### config.mk
export PLATFORM = sky130hd
export DESIGN_NAME = hs_mem_responder
export DESIGN_NICKNAME = d
export VERILOG_FILES = /design/src/rtl/hs_resp_pkg.sv /design/src/rtl/hs_sync2.sv /design/src/rtl/hs_rom.sv /design/src/rtl/hs_resp_fsm.sv /design/src/rtl/hs_mem_responder.sv
export SDC_FILE = /design/constraint.sdc
export NUM_CORES = 1
export LEC_CHECK = 0
export CORE_ASPECT_RATIO = 2
export CORE_MARGIN = 3
export CORE_UTILIZATION = 30
export CTS_CLUSTER_SIZE = 20
export DETAILED_ROUTE_END_ITERATION = 6
export SYNTH_ARGS = -nofsm -noshare
export SYNTH_HDL_FRONTEND = slang
export SYNTH_HIERARCHICAL = 1
export SYNTH_SLANG_ARGS = --single-unit
### constraint.sdc
create_clock -name clk -period 1.4 [get_ports clk]
set_clock_uncertainty 0.05 [all_clocks]
set_input_delay 0.14 -clock clk [delete_from_list [all_inputs] [get_ports clk]]
set_output_delay 0.14 -clock clk [all_outputs]
set_load 0.02 [all_outputs]
### src/rtl/hs_resp_pkg.sv
// Package: shared state type and stored-word formula for the handshake responder.
// Assumes: consumers truncate rom_word to their own data width.
package hs_resp_pkg;

    typedef enum logic [2:0] {
        ST_IDLE,
        ST_QUAL,
        ST_ADDR_ACK,
        ST_WAIT_DATA,
        ST_DRIVE,
        ST_CLOSE
    } resp_state_t;

    // Fixed content of word idx: (idx * 0x0123) xor 0xA5C3.
    function automatic logic [31:0] rom_word(input int unsigned idx);
        return (idx * 32'h0000_0123) ^ 32'h0000_A5C3;
    endfunction

endpackage

### src/rtl/hs_sync2.sv
// Two-flop synchronizer for a vector of independent asynchronous control lines.
// Assumes: each bit is a level signal that is stable for several clock cycles.
module hs_sync2 #(
    parameter int WIDTH = 2
) (
    input  logic             clk,
    input  logic             rst_n,
    input  logic [WIDTH-1:0] async_i,
    output logic [WIDTH-1:0] sync_o
);
    logic [WIDTH-1:0] meta_q;
    logic [WIDTH-1:0] stable_q;

    // Two-stage capture of the asynchronous levels.
    always_ff @(posedge clk) begin
        if (!rst_n) begin
            meta_q   <= '0;
            stable_q <= '0;
        end else begin
            meta_q   <= async_i;
            stable_q <= meta_q;
        end
    end

    assign sync_o = stable_q;
endmodule

### src/rtl/hs_rom.sv
// Fixed-content word store with a registered address.
// Captures the address from the bundle on cap_en and presents the addressed word.
// Assumes: DATA_W > log2(DEPTH); the upper address bits of the bundle are ignored.
module hs_rom #(
    parameter int DATA_W = 16,
    parameter int DEPTH  = 16
) (
    input  logic              clk,
    input  logic              rst_n,
    input  logic              cap_en,
    input  logic [DATA_W-1:0] addr_word,
    output logic [DATA_W-1:0] rd_word
);
    localparam int ADDR_W = $clog2(DEPTH);

    logic [DATA_W-1:0] mem [DEPTH];
    logic [ADDR_W-1:0] addr_q;
    logic              unused_hi;

    // Fixed contents, one entry per word index.
    for (genvar g = 0; g < DEPTH; g++) begin : g_word
        assign mem[g] = DATA_W'(hs_resp_pkg::rom_word(g));
    end

    // Latch the word address when the request is qualified.
    always_ff @(posedge clk) begin
        if (!rst_n) begin
            addr_q <= '0;
        end else if (cap_en) begin
            addr_q <= addr_word[ADDR_W-1:0];
        end
    end

    assign unused_hi = ^addr_word[DATA_W-1:ADDR_W];
    assign rd_word   = mem[addr_q];
endmodule

### src/rtl/hs_resp_fsm.sv
// Handshake sequencer: qualifies a request, acknowledges the address, counts the
// access delay, drives the word under data-ready and closes on the requester acknowledge.
// Assumes: req_s and hack_s are already synchronized; ACCESS_CYC >= 1.
module hs_resp_fsm
    import hs_resp_pkg::*;
#(
    parameter int ACCESS_CYC = 12
) (
    input  logic clk,
    input  logic rst_n,
    input  logic req_s,
    input  logic hack_s,
    output logic cap_en,
    output logic resp_ack,
    output logic data_rdy,
    output logic drive_en
);
    localparam int            CW      = $clog2(ACCESS_CYC + 1);
    localparam logic [CW-1:0] CNT_MAX = CW'(ACCESS_CYC);

    resp_state_t   st_q, st_n;
    logic [CW-1:0] cnt_q;
    logic          delay_done;

    assign delay_done = (cnt_q == CNT_MAX);
    assign cap_en     = (st_q == ST_QUAL) && req_s;

    // Next-state selection for the interlocked sequence.
    always_comb begin
        st_n = st_q;
        case (st_q)
            ST_IDLE:      if (req_s)      st_n = ST_QUAL;
            ST_QUAL:      st_n = req_s ? ST_ADDR_ACK : ST_IDLE;
            ST_ADDR_ACK:  if (!req_s)     st_n = ST_WAIT_DATA;
            ST_WAIT_DATA: if (delay_done) st_n = ST_DRIVE;
            ST_DRIVE:     if (hack_s)     st_n = ST_CLOSE;
            ST_CLOSE:     if (!hack_s)    st_n = ST_IDLE;
            default:      st_n = ST_IDLE;
        endcase
    end

    // State and glitch-free registered handshake outputs.
    always_ff @(posedge clk) begin
        if (!rst_n) begin
            st_q     <= ST_IDLE;
            resp_ack <= 1'b0;
            data_rdy <= 1'b0;
            drive_en <= 1'b0;
        end else begin
            st_q     <= st_n;
            resp_ack <= (st_n == ST_ADDR_ACK);
            data_rdy <= (st_n == ST_DRIVE);
            drive_en <= (st_n == ST_DRIVE);
        end
    end

    // Access-delay counter: restarts when the address acknowledge rises, saturates.
    always_ff @(posedge clk) begin
        if (!rst_n) begin
            cnt_q <= '0;
        end else if (st_q == ST_QUAL && st_n == ST_ADDR_ACK) begin
            cnt_q <= '0;
        end else if (!delay_done) begin
            cnt_q <= cnt_q + 1'b1;
        end
    end
endmodule

### src/rtl/hs_mem_responder.sv
// Top: memory responder for a clockless request/acknowledge read link with a
// shared address/data bundle. Synchronizes the requester lines, then sequences.
// Assumes: the requester holds the address on the bundle while its request is high.
module hs_mem_responder #(
    parameter int DATA_W     = 16,
    parameter int DEPTH      = 16,
    parameter int ACCESS_CYC = 12
) (
    input  logic              clk,
    input  logic              rst_n,
    input  logic              rd_req_i,
    input  logic              req_ack_i,
    input  logic [DATA_W-1:0] bus_i,
    output logic              resp_ack_o,
    output logic              data_rdy_o,
    output logic              bus_oe_o,
    output logic [DATA_W-1:0] bus_o
);
    logic [1:0] ctl_s;
    logic       cap_en;

    hs_sync2 #(.WIDTH(2)) u_sync (
        .clk     (clk),
        .rst_n   (rst_n),
        .async_i ({req_ack_i, rd_req_i}),
        .sync_o  (ctl_s)
    );

    hs_rom #(.DATA_W(DATA_W), .DEPTH(DEPTH)) u_rom (
        .clk       (clk),
        .rst_n     (rst_n),
        .cap_en    (cap_en),
        .addr_word (bus_i),
        .rd_word   (bus_o)
    );

    hs_resp_fsm #(.ACCESS_CYC(ACCESS_CYC)) u_fsm (
        .clk      (clk),
        .rst_n    (rst_n),
        .req_s    (ctl_s[0]),
        .hack_s   (ctl_s[1]),
        .cap_en   (cap_en),
        .resp_ack (resp_ack_o),
        .data_rdy (data_rdy_o),
        .drive_en (bus_oe_o)
    );
endmodule

# Word level (Yosys, flattened, before mapping)
# Memories as Yosys holds them, arrays and structs flattened.
# Index checks and enable logic that the tools add are counted.
# classes
add_sub_neg	1
order_cmp	1
muxes	9
n_eq_ne	8
n_reduce_logical	4
bitwise_logic	2
# ops
operator	n
16-bit 2-to-1 mux	2
3-bit case mux with 6 select lines	1
3-bit 2-to-1 mux	5
3-bit by 2-bit equality test with 1-bit output (second input constant)	3
3-bit equality test (second input constant)	3
5-bit greater-or-equal comparator (second input constant)	1
4-bit inverter with 5-bit output	1
4-bit by 1-bit adder with 4-bit output (second input constant)	1
4-bit equality test (second input constant)	1
3-bit by 1-bit equality test with 1-bit output (second input constant)	1
3-bit logical NOT	1
1-bit logical AND	2
2-bit 2-to-1 mux	1
2-bit OR reduction	1
1-bit inverter	1
# word_totals
wordCells	33
ff_bits	17
mem_count	1
rom_bits	256
# memory_table
name	depth	width	rd	rd_clocked_by_memory_dff	write_ports	line_no	text
(no name shown)	16	16	1	0	0	hs_rom.sv:35	assign rd_word = mem[addr_q];

# Longest topological paths before layout
# logic_depth
depth_word	6
mapped_depth	6
mapped_depth_nobuf	5

# Modules after synthesis
# Netlist, hierarchy kept.
# modules_own_cells
mod	seq_area_each_um2	area_each_um2	n_inst	cells_per_inst
hs_resp_fsm	180.2	493.0	1	51
hs_rom	80.1	422.9	1	52
hs_sync2	80.1	105.1	1	8

# Least setup slack after synthesis
# No wires, ideal clock.
# synth_timing
path_kind	reg2out
startpoint	reg u_rom.addr_q[0]
endpoint	out bus_o[6]
n_path_buf	0
required_time_ps	1210
stages_incl_launch_ff	5
arrival_ps	1509
path_slack_ps	-299
cell_sequence	dfxtp_1 inv_1 ha_1 a21oi_1 mux2i_1
# synth_between
elab_chain_len	4
# synth_rtl
item	line_no	text
from (decl)	hs_rom.sv:17	logic [ADDR_W-1:0] addr_q;
from (signal assigned)	hs_rom.sv:30	addr_q <= addr_word[ADDR_W-1:0];
4-bit inverter with 5-bit output (implied by the code)	hs_rom.sv:35	
memory 16 x 16 bit	--	
16-bit 2-to-1 mux (implied by the code) (2 in series)	hs_rom.sv:35	
to (decl)	hs_mem_responder.sv:17	output logic [DATA_W-1:0] bus_o
# No other way between the ends. The select of a mux whose other input is x is not followed.

# Worst setup path in the final report
# Same ends and word-level chain as after synthesis.

==> metrics.cfg <==
[floorplanning]
ioPinCount=39
die_w_um=47.3
die_h_um=88.5
core_area_sq_um=3230
dieArea_sq_um=4180
initial_utilization_pct=31.6
placementRows=29

[yosys]
ys_types=35
synth_top_area_cell=dfxtp_1
syn_area_sq_um=1020
synth-edff-count=0
synth_async_sr_flop_share_pct=0
synth_seq_area_share_pct=33.3
synth.area.top_cells=dfxtp_1 (33%), ha_1 (8.6%), mux2i_1 (6.9%)
synth_seq_cells=17
synthCells=111
ys_top_cells_by_count=dfxtp_1 (17), a21oi_1 (8), inv_1 (8), ha_1 (7), mux2i_1 (7)
yosysMostFrequentCell=dfxtp_1
synth_top_cell_area_share_pct=33.3
ys.flop_type=dfxtp_1
synth_area_per_cell_sq_um=9.20
synth_warnings=6

[setup_path]
startpoint=u_rom/addr_q[0]
cp_num_buf_inv=2
rrSetupSlack_ns=0.10
cp-start-kind=flop
cp_max_fo=4
slowest_stage=dfxtp_4
crit_family=flip-flops
endpoint_kind=output pin
critPathCapture=bus_o[6]
worstPathCellList=inv_4 -> ha_2 -> nor2_2 -> a21oi_2 -> mux2i_2 -> buf_4
crit_arrival_ns=1.36
critical_path_class=reg -> out
cpPeakStageDelay_ns=0.41
r2r_start=u_fsm/cnt_q[1]
path_depth=6
worstPathRequired_ns=1.21
r2r-end=u_fsm/st_q[1]
rr_worst_depth=4

[global_routing]
grt_pass1_vias=885
grt_max_degree=15
grt_pass1_wl_mm=3.63
grt_overflow=0
antenna_found_initial=0
grt_usage_pct=11.9

[finish]
final_cells=174
drive_above_1_share_pct=39.9
syn_to_final_growth_pct=42.8
n_fill_cell=326
finish.utilization_pct=45.1
fin_nets=171
antenna_cells=0

[detailed_routing]
vias_per_cell=5.01
drtPass1Iterations=4
postRouteAntennaNets=0
avgRoutedWirePerCell_um=12.8
drc_errors=0
vias=872
wirelength_mm=2.23
drtIter0Drc=10

[job]
max-cap-violations=0

[placement]
numPortBuffers=23
placed_cells=167
globalplace.congestion=0.722
dp_hpwl_mm=1.69

[clock_network]
insertion_delay_ns=0.25
cts_tree=built
clockBufferDepth=2
cts.sinks=17
clock-root-buffer=clkbuf_8
cts_buffers=3
clk_pin_slew_ns=0.06
htreeDepth=1
cts_hold_buffers=0

[sta]
setup_violations=7
layout_min_cycle_time_ns=1.55
layout_worst_path_cycle_share_pct=111
postLayoutSetupSlackWorst_ns=-0.149
fmaxAchievable_mhz=646
hold_viol=0
slew_violations=0
hold_ws_ns=0.383
rsz0062_at_grt=true

[outcome]
violations=negative setup slack
status=complete, but fails checks

[power_and_ir_drop]
p_per_area_nw_per_um2=663
total_power_mw=0.966
irDropWorstVdd_mv=0.556
leakage_nw=0.580

[worst_hold_path]
hp-start=u_sync/meta_q[1]
hold_class=reg -> reg

==> final cells by class <==
cell class | count | area, sq um | area share [%]
clock buffers | 4 | 45.0 | 3.09
inverters | 8 | 32.5 | 2.23
multi-input cells | 77 | 659 | 45.2
flip-flops and latches | 17 | 354 | 24.3
well taps | 31 | 38.8 | 2.66
repair buffers | 37 | 328 | 22.5
==> cell families (layout without fill, tap and decap cells) <==
family | after synthesis | count (layout) | synth area share [%]
AO/OA/AOI/OAI | 20 | 20 | 15.2
XOR/XNOR | 3 | 3 | 2.57
adder cells (fa/ha/maj) | 7 | 7 | 8.58
buffers and inverters | 18 | 49 | 11.5
flip-flops | 17 | 17 | 33.3
multiplexers | 7 | 7 | 6.86
other | 2 | 3 | 0.736
AND/OR/NAND/NOR | 37 | 37 | 21.2
==> state kept, by name, summed over array words and instances, names as in the netlist <==
signal	count
u_sync/meta_q	2
u_fsm/cnt_q	4
u_fsm/resp_ack	1
u_fsm/drive_en	1
u_rom/addr_q	4
u_fsm/st_q	3
u_sync/sync_o	2
==> layer usage <==
layer,GRT usage [%],up-vias,part of all wire [%]
met4,6.05,0,2.2
met1,10.8,414,33
met2,22.6,25,59
met3,2.44,5,5.4
met5,0,-,0
li1,-,428,-
==> power by group <==
part	leakage (nW)	internal, mW	switching [mW]	total, mW
clock	0.0228	0.202	0.156	0.358
sequential	0.142	0.494	0.0136	0.508
combinational	0.415	0.0533	0.0471	0.100
total	0.580	0.749	0.217	0.966
==> cell usage in the layout, fill, tap and decap left out, drive strengths merged, types with 2 or more instances in the layout <==
cell,synthesis,final
a21oi,8,8
and2,4,4
buf,9,26
clkbuf,1,4
clkdlybuf4s50,0,8
conb,2,3
dfxtp,17,17
dlymetal6s2s,0,2
ha,7,7
inv,8,8
mux2i,7,7
nand2,5,5
nand2b,4,4
nand3,2,2
nor2,7,7
nor2b,5,5
nor3,5,5
o21a,3,3
o21ai,2,2
xnor2,3,3
==> worst min-delay path by stage <==
stage	to	cells after the start
floorplan	u_fsm/st_q[2]	1
global placement	u_sync/sync_o[1]	1
detailed placement	u_sync/sync_o[1]	1
CTS	u_sync/sync_o[1]	1
global route	u_sync/sync_o[0]	1
finish	u_sync/sync_o[1]	1
==> repair_timing <==
| item | 4_1_cts | 5_1_grt |
|---|---|---|
| pin swaps | 3 | 7 |
| resized for setup | 69 | 23 |
| setup buffers | 1 | 2 |
| endpoints found under the setup margin | 13 | 15 |
| cloned | 0 | 0 |
==> metrics by stage <==
stage                     TNS [ns]  setup WS, ns  cell area [sq um]
after floorplan            -0.0353       -0.0353               1040
after global placement       -3.08        -0.332               1310
after detailed placement     -3.34        -0.383               1310
after CTS                   -0.836        -0.154               1360
after global routing         -1.15        -0.214               1460
final                       -0.680        -0.149               1460
Power figures use the tool's default switching activity.
